`src/rtl/i2c_gc_slave_rx.sv`:
```
module i2c_gc_slave_rx (
  input  logic       clk,
  input  logic       rst_n,
  input  logic       scl_i,
  input  logic       sda_i,
  output logic       sda_oe,
  input  logic       gc_en,
  input  logic       mode10,
  input  logic       addr_we,
  input  logic [7:0] addr_wdata,
  input  logic       buf_rd,
  input  logic       irq_clr,
  input  logic       ovf_clr,
  output logic [7:0] rx_buf,
  output logic       buf_full,
  output logic       irq,
  output logic       ovf,
  output logic       upd_addr
);
  typedef enum logic [2:0] {S_IDLE, S_ADR1, S_ADR2, S_DATA, S_SKIP} st_t;

  logic [1:0] scl_ff, sda_ff;
  logic       scl_q, sda_q;
  logic [7:0] own_addr, shreg;
  logic [3:0] cnt;
  logic       ack_pend;
  st_t        st;

  wire scl_s = scl_ff[1];
  wire sda_s = sda_ff[1];
  wire scl_rise  = scl_s & ~scl_q;
  wire scl_fall  = ~scl_s & scl_q;
  wire bus_start = scl_s & scl_q & sda_q & ~sda_s;
  wire bus_stop  = scl_s & scl_q & ~sda_q & sda_s;
  wire active    = (st == S_ADR1) || (st == S_ADR2) || (st == S_DATA);

  wire [7:0] byte_in = {shreg[6:0], sda_s};

  wire gc_hit  = (st == S_ADR1) && gc_en && (byte_in == 8'h00);
  wire own7    = (st == S_ADR1) && !mode10 && !byte_in[0] &&
                 (byte_in[7:1] == own_addr[7:1]);
  wire own10a  = (st == S_ADR1) && mode10 && !byte_in[0] &&
                 (byte_in[7:3] == 5'b11110) && (byte_in == own_addr);
  wire own10b  = (st == S_ADR2) && (byte_in == own_addr);
  wire take    = gc_hit | own7 | own10a | own10b | (st == S_DATA);

  always_ff @(posedge clk or negedge rst_n) begin
    if (!rst_n) begin
      scl_ff <= 2'b11;
      sda_ff <= 2'b11;
      scl_q  <= 1'b1;
      sda_q  <= 1'b1;
    end else begin
      scl_ff <= {scl_ff[0], scl_i};
      sda_ff <= {sda_ff[0], sda_i};
      scl_q  <= scl_s;
      sda_q  <= sda_s;
    end
  end

  always_ff @(posedge clk or negedge rst_n) begin
    if (!rst_n) begin
      st       <= S_IDLE;
      cnt      <= 4'd0;
      shreg    <= 8'h00;
      own_addr <= 8'h00;
      rx_buf   <= 8'h00;
      buf_full <= 1'b0;
      irq      <= 1'b0;
      ovf      <= 1'b0;
      upd_addr <= 1'b0;
      ack_pend <= 1'b0;
      sda_oe   <= 1'b0;
    end else begin
      if (addr_we) begin
        own_addr <= addr_wdata;
        upd_addr <= 1'b0;
      end
      if (buf_rd)  buf_full <= 1'b0;
      if (irq_clr) irq      <= 1'b0;
      if (ovf_clr) ovf      <= 1'b0;

      if (bus_start) begin
        st       <= S_ADR1;
        cnt      <= 4'd0;
        ack_pend <= 1'b0;
        sda_oe   <= 1'b0;
      end else if (bus_stop) begin
        st       <= S_IDLE;
        cnt      <= 4'd0;
        ack_pend <= 1'b0;
        sda_oe   <= 1'b0;
      end else if (active) begin
        if (scl_rise && cnt < 4'd8) begin
          shreg <= byte_in;
          cnt   <= cnt + 4'd1;
          if (cnt == 4'd7) begin
            if (!take) begin
              st <= S_SKIP;
            end else if (buf_full) begin
              ovf <= 1'b1;
              st  <= S_SKIP;
            end else begin
              rx_buf   <= byte_in;
              buf_full <= 1'b1;
              ack_pend <= 1'b1;
              if (own10a && !gc_hit) begin
                upd_addr <= 1'b1;
                st       <= S_ADR2;
              end else begin
                st <= S_DATA;
              end
            end
          end
        end else if (scl_fall && cnt == 4'd8) begin
          sda_oe <= ack_pend;
          cnt    <= 4'd9;
        end else if (scl_rise && cnt == 4'd9) begin
          cnt <= 4'd10;
        end else if (scl_fall && cnt == 4'd10) begin
          sda_oe   <= 1'b0;
          if (ack_pend) irq <= 1'b1;
          ack_pend <= 1'b0;
          cnt      <= 4'd0;
        end
      end
    end
  end


  oe_low_scl_chk: assert property (@(posedge clk) disable iff (!rst_n)
    (sda_oe != $past(sda_oe)) |-> !$past(scl_s));


  irq_on_fall_chk: assert property (@(posedge clk) disable iff (!rst_n)
    $rose(irq) |-> ($past(scl_q) && !$past(scl_s)));


  bf_on_rise_chk: assert property (@(posedge clk) disable iff (!rst_n)
    $rose(buf_full) |-> ($past(scl_s) && !$past(scl_q)));


  ovf_keeps_buf_chk: assert property (@(posedge clk) disable iff (!rst_n)
    $rose(ovf) |-> $stable(rx_buf));


  ua_not_gc_chk: assert property (@(posedge clk) disable iff (!rst_n)
    $rose(upd_addr) |-> (rx_buf[7:3] == 5'b11110));
endmodule

```
`config.mk`:
```
export PLATFORM = sky130hd
export DESIGN_NAME = i2c_gc_slave_rx
export DESIGN_NICKNAME = d
export VERILOG_FILES = /design/src/rtl/i2c_gc_slave_rx.sv
export SDC_FILE = /design/constraint.sdc
export NUM_CORES = 1
export LEC_CHECK = 0
export ABC_AREA = 1
export CAP_MARGIN = 20
export CORE_UTILIZATION = 58
export CTS_CLUSTER_DIAMETER = 120
export DETAILED_ROUTE_END_ITERATION = 6
export GPL_TIMING_DRIVEN = 0
export PLACE_DENSITY = 0.84
export REMOVE_ABC_BUFFERS = 1
export SYNTH_ARGS = -nofsm -noshare
export SYNTH_HDL_FRONTEND = slang
export SYNTH_SLANG_ARGS = --single-unit
```
`constraint.sdc`:
```
create_clock -name clk -period 2.5 [get_ports clk]
set_input_delay 0.375 -clock clk [delete_from_list [all_inputs] [get_ports clk]]
set_output_delay 0.375 -clock clk [all_outputs]
set_load 0.03 [all_outputs]
```
# After elaboration in Yosys (flattened, before gate mapping)
# Cells that the tools add are included.
[totals]
ff_bits = 42
in_bits = 18
output_inout_bits = 13
[classes]
addsub = 1
magnitude_cmp = 1
n_eq_ne = 17
muxes = 64
bitwise_logic = 18
reduce_logical = 33
[ops]
columns = ["op", "n"]
rows = [
  ["$mux 1", 50],
  ["$mux 4", 7],
  ["$mux 3", 7],
  ["$ne 4x4->1 const B", 5],
  ["$logic_and 1x1->1", 15],
  ["$reduce_and 7->1", 2],
  ["$eq 4x4->1 const B", 3],
  ["$reduce_bool 3->1", 3],
  ["$eq 8x8->1", 1],
  ["$logic_not 8->1", 1],
  ["$reduce_and 4->1", 2],
  ["$reduce_bool 4->1", 2],
  ["$and 1x1->1", 7],
  ["$eq 7x7->1", 1],
  ["$not 1->1", 7],
  ["$eq 3x2->1 const B", 2],
  ["$reduce_bool 6->1", 1],
  ["$eq 5x5->1 const B", 1],
  ["$add 4x1->4 const B", 1],
  ["$eq 4x3->1 const B", 1],
  ["$lt 4x4->1 const B", 1],
  ["$ne 4x3->1 const B", 1],
  ["$or 1x1->1", 4],
  ["$eq 3x1->1 const B", 1],
  ["5 further kinds", 8],
]

# Depth between registers and ports, before layout
[logic_depth]
ltp_word = 14
mapped_depth = 13
ltp_nobuf = 11

# Worst setup path before layout
# No wires, ideal clock.
[synth_timing]
path_type = "register to register"
from = "register sda_ff[1]"
to = "register rx_buf[0]"
setup_ns = 0.118
arrival_ns = 1.463
setup_slack_ns = 0.920
stages_incl_launch_ff = 14
period_less_slack_ns = 1.580
path_cell_list = "dfstp_2 > buf_6 > inv_1 > nand2_1 > nand2_1 > nor2_1 > nand2_1 > nor2_4 > nand2_2 > nand3_2 > nand3_2 > buf_6 > nand2_1 > nand2_1"
[synth_between]
elab_chain_len = 8
[synth_rtl]
columns = ["element", "line_no", "source"]
rows = [
  ["start, declared", "22", "logic [1:0] scl_ff, sda_ff;"],
  ["start signal, assigned", "55", "sda_ff <= {sda_ff[0], sda_i};"],
  ["parallel branches: the longest is 8 deep, another holds $logic_not 8->1", "n/a", ""],
  ["end signal, assigned", "104", "rx_buf <= byte_in;"],
  ["end, declared", "14", "output logic [7:0] rx_buf,"],
]
# Several ways; the timed one is not identified.
# A chain may end at the register's enable or synchronous reset.

# Worst setup path in the final report
[layout_timing]
from = "register scl_ff[1]"
to = "register upd_addr"
[layout_between]
elab_chain_len = 6
[layout_rtl]
columns = ["element", "line_no", "source"]
rows = [
  ["start, declared", "22", ""],
  ["start signal, assigned", "54", "scl_ff <= {scl_ff[0], scl_i};"],
  ["$and 1x1->1", "31", "wire scl_rise = scl_s & ~scl_q;"],
  ["$logic_and 1x1->1", "94", "if (scl_rise && cnt < 4'd8) begin"],
  ["$mux 1", "94", ""],
  ["$mux 1", "93", "end else if (active) begin"],
  ["$mux 1", "88", "end else if (bus_stop) begin"],
  ["$mux 1 (*)", "83", "if (bus_start) begin"],
  ["end signal, assigned", "71", "upd_addr <= 1'b0;"],
  ["end signal, assigned", "77", "upd_addr <= 1'b0;"],
  ["end signal, assigned", "108", "upd_addr <= 1'b1;"],
  ["end, declared", "18", "output logic upd_addr"],
]
# Mark *: on every way between the ends. The rest lies on a longest branch, timed or not.

==> out/metrics.yaml <==
finalHoldViolCount: 0
pwr_density_cell_mw_per_mm2: 703
rsz0062_at_grt: "no"
max-vdd-ir-drop_mv: 0.514
routed_wl_um: 4120
synthTopCellsByArea: "dfrtp_1 (41%), nand2_1 (15%), dfstp_2 (7.2%), inv_1 (6.7%), o21ai_0 (5.7%)"
netlist_area_mm2: 0.00219
async_flop_share_pct: 100
start_kind: "flip-flop"
vias_per_cell: 5.05
numCtsBuffers: 5
drt_iter0_drc: 91
max_freq_mhz: 500
core_mm2: 0.00347
synth_cell_type_count: 28
grt_start_max_net_pins: 25
power_frac_seq_pct: 49.3
cts_setup_buffers: 0
crit_type: "flip-flop to flip-flop"
worst_pin_slew_ps: 794
clkSlewWorstSetupHoldPaths_ps: 80
post_synth.cell_area_avg_um2: 7.79
fin_cells: 359
areaGrowthSynthToFinish_pct: 18.9
grt_antenna_before_repair: 0
fin_area_mm2: 0.00260
drtPass1Iterations: 4
clockRootBuffer: "clkbuf_8"
cp.depth: 6
synth_seq_area_share_pct: 48.4
die_w_um: 63.4
avgRoutedWirePerCell_um: 11.5
cp.arrival_ps: 2210
drv_slew: 0
yosysWarnings: 0
crit_buf_inv: 1
fillCellCount: 275
final_common_cell: "nand2_1"
start_util_pct: 63.1
dp.cells: 351
r2r_slack_ps: 500
cts_sinks: 42
cp.required_ps: 2710
hpwl_um: 3090
fin_setup_tns_ps: 0
ys.flop_type: "dfrtp_1"
final_cell_mix: "nand2_1 (88), inv_1 (39), dfrtp_1 (36)"
rows: 21
cts_resized: 0
outcome: "completed"
intPower_w: 0.00117
slowest_stage: "dfstp_2"
clk_latency_ps: 300
ff2ff_path_depth: 6
crit_family: "simple AND/OR/NAND/NOR gates"
p_comb_share_pct: 25.8
grtUsageTotal_pct: 22.9
min_period_over_period_pct: 80.0
drive_above_1_share_pct: 9.90
crit_path_end_kind: "flip-flop"
drtAntennaViolNets: 0
remaining_drc_errors: 0
maxCapViolCount: 0
cts.htree.levels: 2
cp_cell_sequence: "inv_1, nor2_1, nand2_4, nor3_4, nand3_2, o21ai_0"
nNetsFinal: 334
synth_top_area_cell: "dfrtp_1"
p_switching_w: 0.000657
max_stage_delay_ps: 570
clock_path_buffers: 2
synth_seq_cells: 42
fp.dieH_um: 63.4
overflow: 0
antenna-diode-count: 0
synth-edff-count: 0
switching_share_pct: 36.0
dieArea_mm2: 0.00402
p_clk_share_pct: 24.9
globalplace.congestion: 0.852
placement.io_buffers: 30
grt_pass1_wl_um: 7170
finalClockSkew_ps: 5.86
r2r_start: "scl_ff[1]"
min_path_type: "input pin to asynchronous set/reset pin"
relSlewSlack_pct: 46.9
worstPathMaxFanout: 12
rr_endpoint: "upd_addr"
synth_cells: 281
cts_tree: "yes"
grt_pass1_vias: 1702
setup_viol: 0
io_pins: 31
post-route-min-period_ps: 2000
netlist.area_leader.share_pct: 41.2
ctsHoldBuffers: 0
leakagePower_nw: 1.29
vias: 1812
place_area_mm2: 0.00251
==> sequential cells by signal, summed over array words and instances (netlist names), 2 cells and up <==
signal / count
own_addr: 8
rx_buf: 8
shreg: 7
cnt: 4
st: 3
scl_ff: 2
sda_ff: 2
==> metal layers <==
metal,wire length [um],track usage (%),vias to the layer above
li1,-,-,941
met1,1930,29.4,820
met2,1960,37.9,43
met3,154,4.53,8
met4,72,8.81,0
met5,0,0,-
==> final cells by class <==
type                            count  area (um^2)  share of cell area, %
Tap cell                           46         57.6                   2.21
Clock inverter                      2         12.5                  0.481
Sequential cell                    42         1060                   40.7
Clock buffer                        6         82.6                   3.17
Multi-Input combinational cell    190          911                   35.0
Inverter                           42          158                   6.06
Timing Repair Buffer               31          323                   12.4
==> Yosys cell counts (3+ instances only) <==
library cell	n
inv_1	39
ha_1	4
nand3_2	3
nor3_1	4
nor2_1	28
o21ai_0	25
inv_2	3
buf_6	4
a21oi_1	3
nand4_1	10
nand3_1	12
dfstp_2	6
dfrtp_1	36
nand2_1	88
==> worst max path at each step <==
stage / startpoint / endpoint / slack [ps]
after global routing: sda_ff[1] / upd_addr / 280
after detailed placement: mode10 / upd_addr / 410
after global placement: rst_n / own_addr[5] / 30
after CTS: scl_ff[1] / upd_addr / 490
final: scl_ff[1] / upd_addr / 500
after floorplan: sda_ff[1] / upd_addr / 870
==> power groups by stage <==
stage               Sequential (W)  Combinational (W)  Clock, W
global placement          0.000909           0.000447         0
global route              0.000917           0.000549  0.000481
floorplan                 0.000876           0.000351         0
finish                    0.000902           0.000472  0.000454
CTS                       0.000898           0.000473  0.000462
detailed placement        0.000911           0.000470         0
==> stage by stage <==
| stage | util (%) | power [W] | setup WS [ps] | hold WS [ps] |
|---|---|---|---|---|
| floorplan | - | 0.00123 | 869 | 79.4 |
| global placement | 71.6 | 0.00136 | 28.6 | 345 |
| detailed placement | 72.3 | 0.00138 | 410 | 345 |
| CTS | 75.0 | 0.00183 | 493 | 26.1 |
| global route | 75.0 | 0.00195 | 283 | 48.3 |
| finish | 75.0 | 0.00183 | 500 | 14.0 |
==> cell families (layout without fill, tap and decap cells) <==
| family | Yosys count | after routing | share of synthesized area (%) |
|---|---|---|---|
| fa+ha+maj | 4 | 4 | 2.29 |
| simple gates | 151 | 151 | 30.4 |
| flops | 42 | 42 | 48.4 |
| buf+inv | 49 | 81 | 10.0 |
| compound gates | 35 | 35 | 8.92 |
(Power assumes the default switching activity.)
